===== src/rtl/bsplit_pkg.sv =====
package bsplit_pkg;
  typedef enum logic { ST_IDLE = 1'b0, ST_RUN = 1'b1 } bsplit_state_e;
endpackage


===== src/rtl/bsplit_chan_hash.sv =====
module bsplit_chan_hash #(
  parameter int CH_W = 4
) (
  input  logic [2*CH_W-1:0] addr_bits,
  output logic [CH_W-1:0]   chan
);
  // Fold the upper nibble onto the region index to spread strides.
  for (genvar i = 0; i < CH_W; i++) begin : g_fold
    assign chan[i] = addr_bits[i] ^ addr_bits[CH_W+i];
  end
endmodule


===== src/rtl/bsplit_size_calc.sv =====
module bsplit_size_calc #(
  parameter int OFS_W = 8,
  parameter int LEN_W = 16
) (
  input  logic [OFS_W-1:0] src_lo,
  input  logic [OFS_W-1:0] dst_lo,
  input  logic [LEN_W-1:0] rem,
  output logic [OFS_W:0]   bytes,
  output logic             last
);
  localparam logic [OFS_W:0] BURST = (OFS_W+1)'(1) << OFS_W;

  logic [OFS_W:0] room_src;
  logic [OFS_W:0] room_dst;
  logic [OFS_W:0] room;
  logic [OFS_W:0] rem_cap;

  always_comb begin
    room_src = BURST - {1'b0, src_lo};
    room_dst = BURST - {1'b0, dst_lo};
    room     = (room_src < room_dst) ? room_src : room_dst;
    rem_cap  = (rem > LEN_W'(BURST)) ? BURST : rem[OFS_W:0];
    bytes    = (rem_cap < room) ? rem_cap : room;
    last     = (LEN_W'(bytes) == rem);
  end
endmodule


===== src/rtl/bsplit_top.sv =====
module bsplit_top #(
  parameter int ADDR_W = 32,
  parameter int LEN_W  = 16,
  parameter int OFS_W  = 8,
  parameter int CH_W   = 4
) (
  input  logic              clk,
  input  logic              rst_n,
  input  logic              req_valid,
  output logic              req_ready,
  input  logic [ADDR_W-1:0] req_src,
  input  logic [ADDR_W-1:0] req_dst,
  input  logic [LEN_W-1:0]  req_len,
  output logic              bst_valid,
  input  logic              bst_ready,
  output logic [ADDR_W-1:0] bst_src,
  output logic [ADDR_W-1:0] bst_dst,
  output logic [OFS_W:0]    bst_bytes,
  output logic [CH_W-1:0]   bst_chan,
  output logic              bst_last
);
  import bsplit_pkg::*;

  localparam int HASH_LO = OFS_W;
  localparam int HASH_HI = OFS_W + 2*CH_W - 1;

  bsplit_state_e     state_q, state_d;
  logic [ADDR_W-1:0] src_q, src_d;
  logic [ADDR_W-1:0] dst_q, dst_d;
  logic [LEN_W-1:0]  rem_q, rem_d;
  logic              accept, step, cur_en;
  logic [OFS_W:0]    chunk;
  logic              chunk_last;

  bsplit_size_calc #(.OFS_W(OFS_W), .LEN_W(LEN_W)) u_size (
    .src_lo (src_q[OFS_W-1:0]),
    .dst_lo (dst_q[OFS_W-1:0]),
    .rem    (rem_q),
    .bytes  (chunk),
    .last   (chunk_last)
  );

  bsplit_chan_hash #(.CH_W(CH_W)) u_hash (
    .addr_bits (src_q[HASH_HI:HASH_LO]),
    .chan      (bst_chan)
  );

  assign req_ready = (state_q == ST_IDLE);
  assign bst_valid = (state_q == ST_RUN);
  assign bst_src   = src_q;
  assign bst_dst   = dst_q;
  assign bst_bytes = chunk;
  assign bst_last  = chunk_last;

  assign accept = req_valid && req_ready;
  assign step   = bst_valid && bst_ready;
  assign cur_en = accept || step;

  always_comb begin
    state_d = state_q;
    src_d   = src_q;
    dst_d   = dst_q;
    rem_d   = rem_q;
    if (accept) begin
      src_d = req_src;
      dst_d = req_dst;
      rem_d = req_len;
      if (req_len != '0) state_d = ST_RUN;
    end else if (step) begin
      src_d = src_q + ADDR_W'(chunk);
      dst_d = dst_q + ADDR_W'(chunk);
      rem_d = rem_q - LEN_W'(chunk);
      if (chunk_last) state_d = ST_IDLE;
    end
  end

  always_ff @(posedge clk or negedge rst_n) begin
    if (!rst_n) state_q <= ST_IDLE;
    else        state_q <= state_d;
  end

  always_ff @(posedge clk or negedge rst_n) begin
    if (!rst_n) begin
      src_q <= '0;
      dst_q <= '0;
      rem_q <= '0;
    end else if (cur_en) begin
      src_q <= src_d;
      dst_q <= dst_d;
      rem_q <= rem_d;
    end
  end
endmodule


===== config.mk =====
export PLATFORM = sky130hd
export DESIGN_NAME = bsplit_top
export DESIGN_NICKNAME = d
export VERILOG_FILES = /design/src/rtl/bsplit_pkg.sv /design/src/rtl/bsplit_chan_hash.sv /design/src/rtl/bsplit_size_calc.sv /design/src/rtl/bsplit_top.sv
export SDC_FILE = /design/constraint.sdc
export NUM_CORES = 1
export LEC_CHECK = 0
export ABC_AREA = 1
export BUFFER_PORTS_ARGS = -buffer_cell sky130_fd_sc_hd__buf_2
export CORE_MARGIN = 2
export CORE_UTILIZATION = 62
export DETAILED_ROUTE_END_ITERATION = 6
export PLACE_DENSITY_LB_ADDON = 0.3
export SYNTH_ARGS = -nofsm -noshare
export SYNTH_HDL_FRONTEND = slang
export SYNTH_HIERARCHICAL = 1
export SYNTH_SLANG_ARGS = --single-unit
export TNS_END_PERCENT = 1

===== constraint.sdc =====
create_clock -name clk -period 9.56 [get_ports clk]
set_clock_uncertainty 0.1 [all_clocks]
set_input_delay 2.39 -clock clk [delete_from_list [all_inputs] [get_ports clk]]
set_output_delay 2.39 -clock clk [all_outputs]
set_load 0.02 [all_outputs]

==> impl_metrics.py, run 1 <==
metrics = {
    "drt": {
        "drc": 0,
        "drt-wirelength-per-cell_um": 15.1,
        "postRouteWirelength_um": 26800,
        "firstDrtPassIters": 7,
        "via_per_inst": 5.58,
        "vias": 9917,
        "first_iter_violations": 1052,
        "final_antenna_net_count": 0,
    },
    "synth": {
        "syn_avg_cell_area_um2": 5.88,
        "synth.ff_latch_count": 81,
        "synth_edf_count": 0,
        "syn_inst": 1444,
        "syn_area_um2": 8490,
        "syn-num-nets": 1574,
        "netlist-cell-type-count": 46,
        "synthArstFlopShare_pct": 100,
        "synth_warnings": 6,
        "synth-main-ff-cell": "dfrtp_1",
        "ys_seq_area_share_pct": 23.9,
    },
    "global_route": {
        "grt_pass1_wl_um": 42700,
        "grt_util_all_layers_pct": 36.8,
        "antenna_found_initial": 0,
        "grt_max_degree": 76,
        "grt_pass1_vias": 8679,
        "grt_overflow_total": 0,
    },
    "sta": {
        "period_share_pct": 80.4,
        "finalHoldViolCount": 0,
        "max_freq_mhz": 130,
        "setup_viol_count_final": 0,
        "worst_pin_slew_ps": 840,
        "slew_headroom_pct": 44.0,
        "setup_tns_ps": 0,
        "slew_violations": 0,
        "rsz0062_at_grt": "false",
        "period_needed_ps": 7690,
    },
    "clock_tree": {
        "cts.sinks": 81,
        "cts_max_level": 3,
        "path_clk_slew_ps": 60,
        "cts-root-buf": "clkbuf_16",
        "cts.repair.resized": 0,
        "worstSkewPairLatency_ps": 350,
        "cts_hold_buf": 0,
        "clockBufferDepth": 2,
        "post_cts_buffers": 0,
        "numCtsBuffers": 9,
        "cts_tree": "built",
    },
    "critical_path": {
        "rr_endpoint": "bst_src[14]",
        "r2r_setup_slack_ps": 3080,
        "cp.arrival_ps": 5200,
        "r2r-start": "bst_dst[0]",
        "reg2regPathDepth": 32,
        "cp.required_ps": 7070,
        "start_kind": "flip-flop",
        "critPathKind": "reg2out",
        "endpoint_kind": "output pin",
        "cp_max_fo": 10,
    },
    "layout": {
        "drive_gt1_share_pct": 14.5,
        "multiInputGateArea_um2": 5460,
        "layout.nets": 1727,
        "diodes": 0,
        "syn2layout_area_growth_pct": 14.2,
        "n_fill_cell": 1210,
        "area.sequential_um2": 2030,
    },
    "floorplanning": {
        "io-pin-count": 164,
        "start_util_pct": 63.8,
        "die_area_um2": 14600,
        "die_w_um": 121,
        "core_um2": 13300,
        "num_rows": 42,
        "die_h_um": 121,
    },
    "outcome": {
        "status": "finished, final reports clean",
    },
    "placed_design": {
        "place_congestion": 0.984,
        "io_buffer_count": 163,
        "dp_hpwl_um": 20400,
    },
    "worst_hold_path": {
        "worstHoldStart": "bst_src[31]",
        "min_to": "bst_src[31]",
        "hold_class": "reg2reg",
        "hold_depth": 4,
    },
    "job": {
        "maxCapViolations": 0,
    },
}
[registers in the layout, summed over array words and instances (netlist names)]
signal,flops
bst_dst,32
bst_src,32
rem_q,16
bst_valid,1
[Yosys cell counts (2+ instances only)]
| library cell | n | area (um2) |
|---|---|---|
| or2_0 | 2 | 12.5 |
| nor4_1 | 6 | 37.5 |
| nand3_2 | 10 | 100 |
| o22ai_1 | 4 | 25.0 |
| nand3_1 | 178 | 891 |
| a32o_1 | 2 | 20.0 |
| and2_1 | 4 | 25.0 |
| buf_4 | 3 | 22.5 |
| nor3_1 | 21 | 105 |
| o21bai_1 | 7 | 52.6 |
| o211ai_1 | 17 | 128 |
| nor3_2 | 2 | 20.0 |
| ha_1 | 43 | 538 |
| nor2_2 | 12 | 75.1 |
| xor2_1 | 6 | 52.6 |
| buf_1 | 3 | 11.3 |
| o221ai_1 | 2 | 17.5 |
| nand3b_1 | 11 | 82.6 |
| a21oi_1 | 20 | 100 |
| fa_1 | 3 | 60.1 |
| o21a_1 | 2 | 15.0 |
| inv_1 | 219 | 822 |
| nand2_1 | 563 | 2110 |
| o21ai_0 | 33 | 165 |
| nor2_1 | 108 | 405 |
| dfrtp_1 | 81 | 2030 |
| xnor2_1 | 11 | 96.3 |
| or2_2 | 2 | 12.5 |
| o21ai_2 | 4 | 35.0 |
| nand2_2 | 7 | 43.8 |
| a21boi_1 | 2 | 15.0 |
| clkbuf_1 | 8 | 30.0 |
| buf_6 | 2 | 22.5 |
| nand4_1 | 14 | 87.6 |
| buf_2 | 9 | 45.0 |
| o21ai_1 | 5 | 25.0 |
| inv_2 | 9 | 33.8 |
[per-stage QoR]
step | cells | utilization (%) | area, um2 | worst slack (ps) | hold slack (ps)
after floorplan | 1444 | - | 8490 | 2720 | 413
after global placement | 1762 | 70.8 | 9420 | 2400 | 437
after detailed placement | 1762 | 70.8 | 9420 | 2290 | 459
after CTS | 1778 | 72.9 | 9690 | 1910 | 478
after global routing | 1778 | 72.9 | 9690 | 1420 | 522
final | 1778 | 72.9 | 9690 | 1870 | 482
[cells in the final DEF, fill, tap and decap left out, types with 3 or more instances in the layout]
cell | netlist | final
nand3_2 | 10 | 10
nand2_1 | 563 | 563
nor2_1 | 108 | 108
o21ai_2 | 4 | 4
nor3_1 | 21 | 21
o22ai_1 | 4 | 4
fa_1 | 3 | 3
o21ai_0 | 33 | 33
inv_2 | 9 | 9
nand3b_1 | 11 | 11
nand2_2 | 7 | 7
o211ai_1 | 17 | 17
xnor2_1 | 11 | 11
dfrtp_1 | 81 | 81
buf_2 | 9 | 162
clkinv_2 | 0 | 3
nor4_1 | 6 | 6
nand3_1 | 178 | 178
clkbuf_16 | 0 | 9
o21ai_1 | 5 | 5
and2_1 | 4 | 4
inv_1 | 219 | 218
xor2_1 | 6 | 6
a21oi_1 | 20 | 20
o21bai_1 | 7 | 7
buf_4 | 3 | 6
nor2_2 | 12 | 11
nand4_1 | 14 | 14
ha_1 | 43 | 43
[worst max-delay path, stage by stage, from the launching register on]
cell and delay, ps:
dfrtp_1 430, inv_2 130, ha_1 190, inv_1 60, nor2_2 130, nand2_1 90, xnor2_1 260, ha_1 290
a21boi_0 120, nand2_1 60, nand2_1 60, nand3_2 80, nand3_2 130, o21ai_0 470, ha_1 380, nand4_1 170
a31oi_1 110, a2111oi_4 690, nand3_1 160, nand2_1 200, nor2_1 60, nor2_1 80, nand3_1 70, nor2_1 210
buf_2 210
[worst max path at each step]
stage               cells after the start  slack, ps       end       start
finish                                 24       1870  bst_last  bst_dst[0]
global route                           24       1420  bst_last  bst_dst[0]
CTS                                    24       1910  bst_last  bst_dst[0]
detailed placement                     24       2290  bst_last  bst_dst[0]
global placement                       28       2400  bst_last  bst_dst[0]
floorplan                              29       2720  bst_last  bst_dst[0]
[logic make-up (layout without fill, tap and decap cells)]
| kind of cell | count (synthesis) | count (layout) | synth area share, % |
|---|---|---|---|
| compound gates | 102 | 102 | 7.62 |
| xor+xnor | 17 | 17 | 1.75 |
| fa+ha+maj | 46 | 46 | 7.05 |
| buf+inv | 254 | 412 | 11.9 |
| flops | 81 | 81 | 23.9 |
| simple gates | 944 | 944 | 47.8 |
[per-layer routing]
layer / vias up / routed length [um] / GRT usage, % / share of wire, %
met2: 514 / 11500 / 56.1 / 43
met5: - / 0 / 0 / 0
met1: 4464 / 11800 / 51.1 / 44
met4: 0 / 1060 / 16.3 / 4.0
met3: 72 / 2480 / 6.25 / 9.3
li1: 4867 / - / - / -
[layout make-up]
class / instances / share of cell area (%)
sequential: 81 / 20.9
clock inverter: 5 / 0.323
clock buffer: 11 / 2.50
tap: 176 / 2.27
multi-input combinational: 1109 / 56.3
timing repair buffer: 168 / 8.83
inverter: 228 / 8.83
Power of run 1 is left out: the tool's default activity adds up to more than one toggle a clock period on the data nets, which glitch-free logic cannot reach.
==> inputs of run 2 (changes only) <==
--- a/config.mk
+++ b/config.mk
@@ -5,10 +5,10 @@
 export SDC_FILE = /design/constraint.sdc
 export NUM_CORES = 1
 export LEC_CHECK = 0
-export ABC_AREA = 1
+export ABC_AREA = 0
 export BUFFER_PORTS_ARGS = -buffer_cell sky130_fd_sc_hd__buf_2
 export CORE_MARGIN = 2
-export CORE_UTILIZATION = 62
+export CORE_UTILIZATION = 55
 export DETAILED_ROUTE_END_ITERATION = 6
 export PLACE_DENSITY_LB_ADDON = 0.3
 export SYNTH_ARGS = -nofsm -noshare
==> constraint.sdc (replaced) <==
create_clock -name clk -period 7.09 [get_ports clk]
set_clock_uncertainty 0.1 [all_clocks]
set_input_delay 1.7725 -clock clk [delete_from_list [all_inputs] [get_ports clk]]
set_output_delay 1.7725 -clock clk [all_outputs]
set_load 0.02 [all_outputs]
==> impl_metrics.py, run 2 <==
metrics = {
    "drt": {
        "drc": 1,
        "final_antenna_net_count": 0,
        "first_iter_violations": 789,
        "postRouteWirelength_um": 22800,
        "drt-wirelength-per-cell_um": 19.4,
        "firstDrtPassIters": 7,
        "via_per_inst": 6.50,
        "vias": 7655,
    },
    "synth": {
        "synth_top_cell_by_area": "dfrtp_1",
        "synth-main-ff-cell": "dfrtp_1",
        "synthArstFlopShare_pct": 100,
        "syn_inst": 825,
        "synth.ff_latch_count": 81,
        "ys_top_cells_by_count": "87 x nand2_1, 81 x dfrtp_1, 62 x nor2_1",
        "netlist-cell-type-count": 75,
        "syn-num-nets": 955,
        "yosys.area.top_type_share_pct": 29.7,
        "synth_warnings": 6,
        "synth.most_common_cell": "nand2_1",
        "ys_seq_area_share_pct": 29.7,
        "syn_avg_cell_area_um2": 8.28,
        "syn_area_um2": 6830,
        "ys_top_cells_by_area": "dfrtp_1 30%, ha_1 7.9%, nand2_1 4.8%",
        "synth_edf_count": 0,
    },
    "sta": {
        "slew_headroom_pct": 43.9,
        "setup_tns_ps": 0,
        "period_needed_ps": 7010,
        "period_share_pct": 98.8,
        "slew_violations": 0,
        "setup_viol_count_final": 0,
        "max_freq_mhz": 143,
        "worst_pin_slew_ps": 842,
        "rsz0062_at_grt": "true",
        "finalHoldViolCount": 0,
    },
    "layout": {
        "layout.nets": 1135,
        "layout_commonest_cell": "buf_2",
        "layout_common_cells": "158 x buf_2, 87 x nand2_1, 79 x dfrtp_1",
        "drive_gt1_share_pct": 27.2,
        "n_fill_cell": 971,
        "area.sequential_um2": 2030,
        "fin_cells": 1178,
        "diodes": 0,
        "syn2layout_area_growth_pct": 25.1,
        "multiInputGateArea_um2": 4650,
    },
    "global_route": {
        "grt_overflow_total": 0,
        "grt_pass1_vias": 7144,
        "grt_util_all_layers_pct": 34.1,
        "grt_max_degree": 78,
        "antenna_found_initial": 0,
        "grt_pass1_wl_um": 35800,
    },
    "critical_path": {
        "cp_max_fo": 9,
        "endpoint_kind": "output pin",
        "cp.arrival_ps": 5140,
        "critPathKind": "reg2out",
        "start_kind": "flip-flop",
        "cp.required_ps": 5220,
    },
    "outcome": {
        "violations": "design-rule violations",
        "status": "finished, violations left",
    },
    "floorplanning": {
        "core_um2": 12100,
        "io-pin-count": 164,
        "die_w_um": 115,
        "die_h_um": 115,
        "num_rows": 40,
        "die_area_um2": 13300,
        "start_util_pct": 56.6,
    },
    "clock_tree": {
        "numCtsBuffers": 9,
        "cts.sinks": 81,
        "path_clk_slew_ps": 70,
        "worstSkewPairLatency_ps": 350,
        "cts_max_level": 3,
        "clockBufferDepth": 2,
        "cts-root-buf": "clkbuf_16",
        "cts_tree": "built",
    },
    "job": {
        "maxCapViolations": 0,
    },
    "worst_hold_path": {
        "hold_class": "reg2reg",
    },
    "placed_design": {
        "dp_hpwl_um": 16400,
        "io_buffer_count": 163,
        "place_congestion": 1.02,
        "dpl.cell_count": 1158,
    },
}
-- run 2: cell count changes after synthesis, sizes merged, moves of 15 or more --
cell	before	now
or4	0	15
a21oi	20	47
inv	228	35
o311ai	0	21
nand3	188	38
nor4	6	22
nor2	121	63
nand2	572	88
a22oi	0	26
clkbuf	8	26
-- run 2: final timing paths --
check                            startpoint      endpoint  slack (ps)  cells after the start
worst min-delay path            bst_src[31]   bst_src[31]         410                      1
worst max register to register   bst_dst[0]   bst_src[28]         220                     30
min in group asynchronous             rst_n   bst_src[29]        1180                      1
max in group asynchronous             rst_n      rem_q[4]        4610                      2
worst min register to register  bst_src[31]   bst_src[31]         410                      1
worst max-delay path             bst_dst[0]  bst_bytes[6]          80                     23
-- run 2: through the flow --
| step | setup slack [ps] | util (%) | hold slack [ps] | instance area (um2) |
|---|---|---|---|---|
| after floorplan | 44.6 | - | 396 | 6840 |
| after global placement | 231 | 66.3 | 394 | 8000 |
| after detailed placement | 107 | 66.3 | 398 | 8000 |
| after CTS | -51.0 | 69.5 | 414 | 8380 |
| after global routing | -178 | 70.8 | 427 | 8540 |
| final | 82.4 | 70.8 | 406 | 8540 |
-- run 2: area by class of cell --
| cell class | count | share of cell area, % |
|---|---|---|
| Multi-Input combinational cell | 671 | 54.5 |
| Sequential cell | 81 | 23.8 |
| Timing Repair Buffer | 207 | 13.8 |
| Clock buffer | 11 | 2.84 |
| Tap cell | 168 | 2.46 |
| Inverter | 35 | 1.54 |
| Clock inverter | 5 | 1.20 |
-- run 2: timing repair --
item | CTS | global route
hold buffers | 0 | 0
gates resized for setup | 6 | 32
endpoints found under the setup margin | 9 | 57
pin swaps | 1 | 4
buffers inserted | 0 | 4
-- run 2: worst max-delay path, stage by stage (launching register included) --
cell and delay [ps]:
dfrtp_1 390, inv_1 100, ha_2 220, nor3b_4 210, nand2_1 110, or3_4 370, ha_4 310, nand2_1 60
or4_4 550, and3_1 200, nor2_2 130, ha_1 250, a21o_1 160, a21oi_1 140, nor2b_1 60, o21ai_0 140
nand2b_1 90, a21oi_2 190, o211ai_2 120, and2_1 220, buf_4 210, a21oi_4 220, buf_4 150, buf_2 150
-- run 2: cell families after synthesis --
group,Yosys count,synth area share [%]
fa+ha+maj,47,8.90
compound gates,259,26.4
buf+inv,73,4.74
flops,81,29.7
xor+xnor,35,4.49
simple gates,319,24.1
mux,11,1.67
-- run 2: routing by layer --
metal | part of all wire (%) | routed length, um | track usage, % | vias to the layer above
li1 | - | - | - | 3506
met1 | 41 | 9340 | 45.2 | 3605
met2 | 46 | 10500 | 54.1 | 460
met3 | 8.9 | 2030 | 6.07 | 84
met4 | 4.4 | 1010 | 16.7 | 0
met5 | 0 | 0 | 0 | -
Power of run 2 is left out for the same reason.
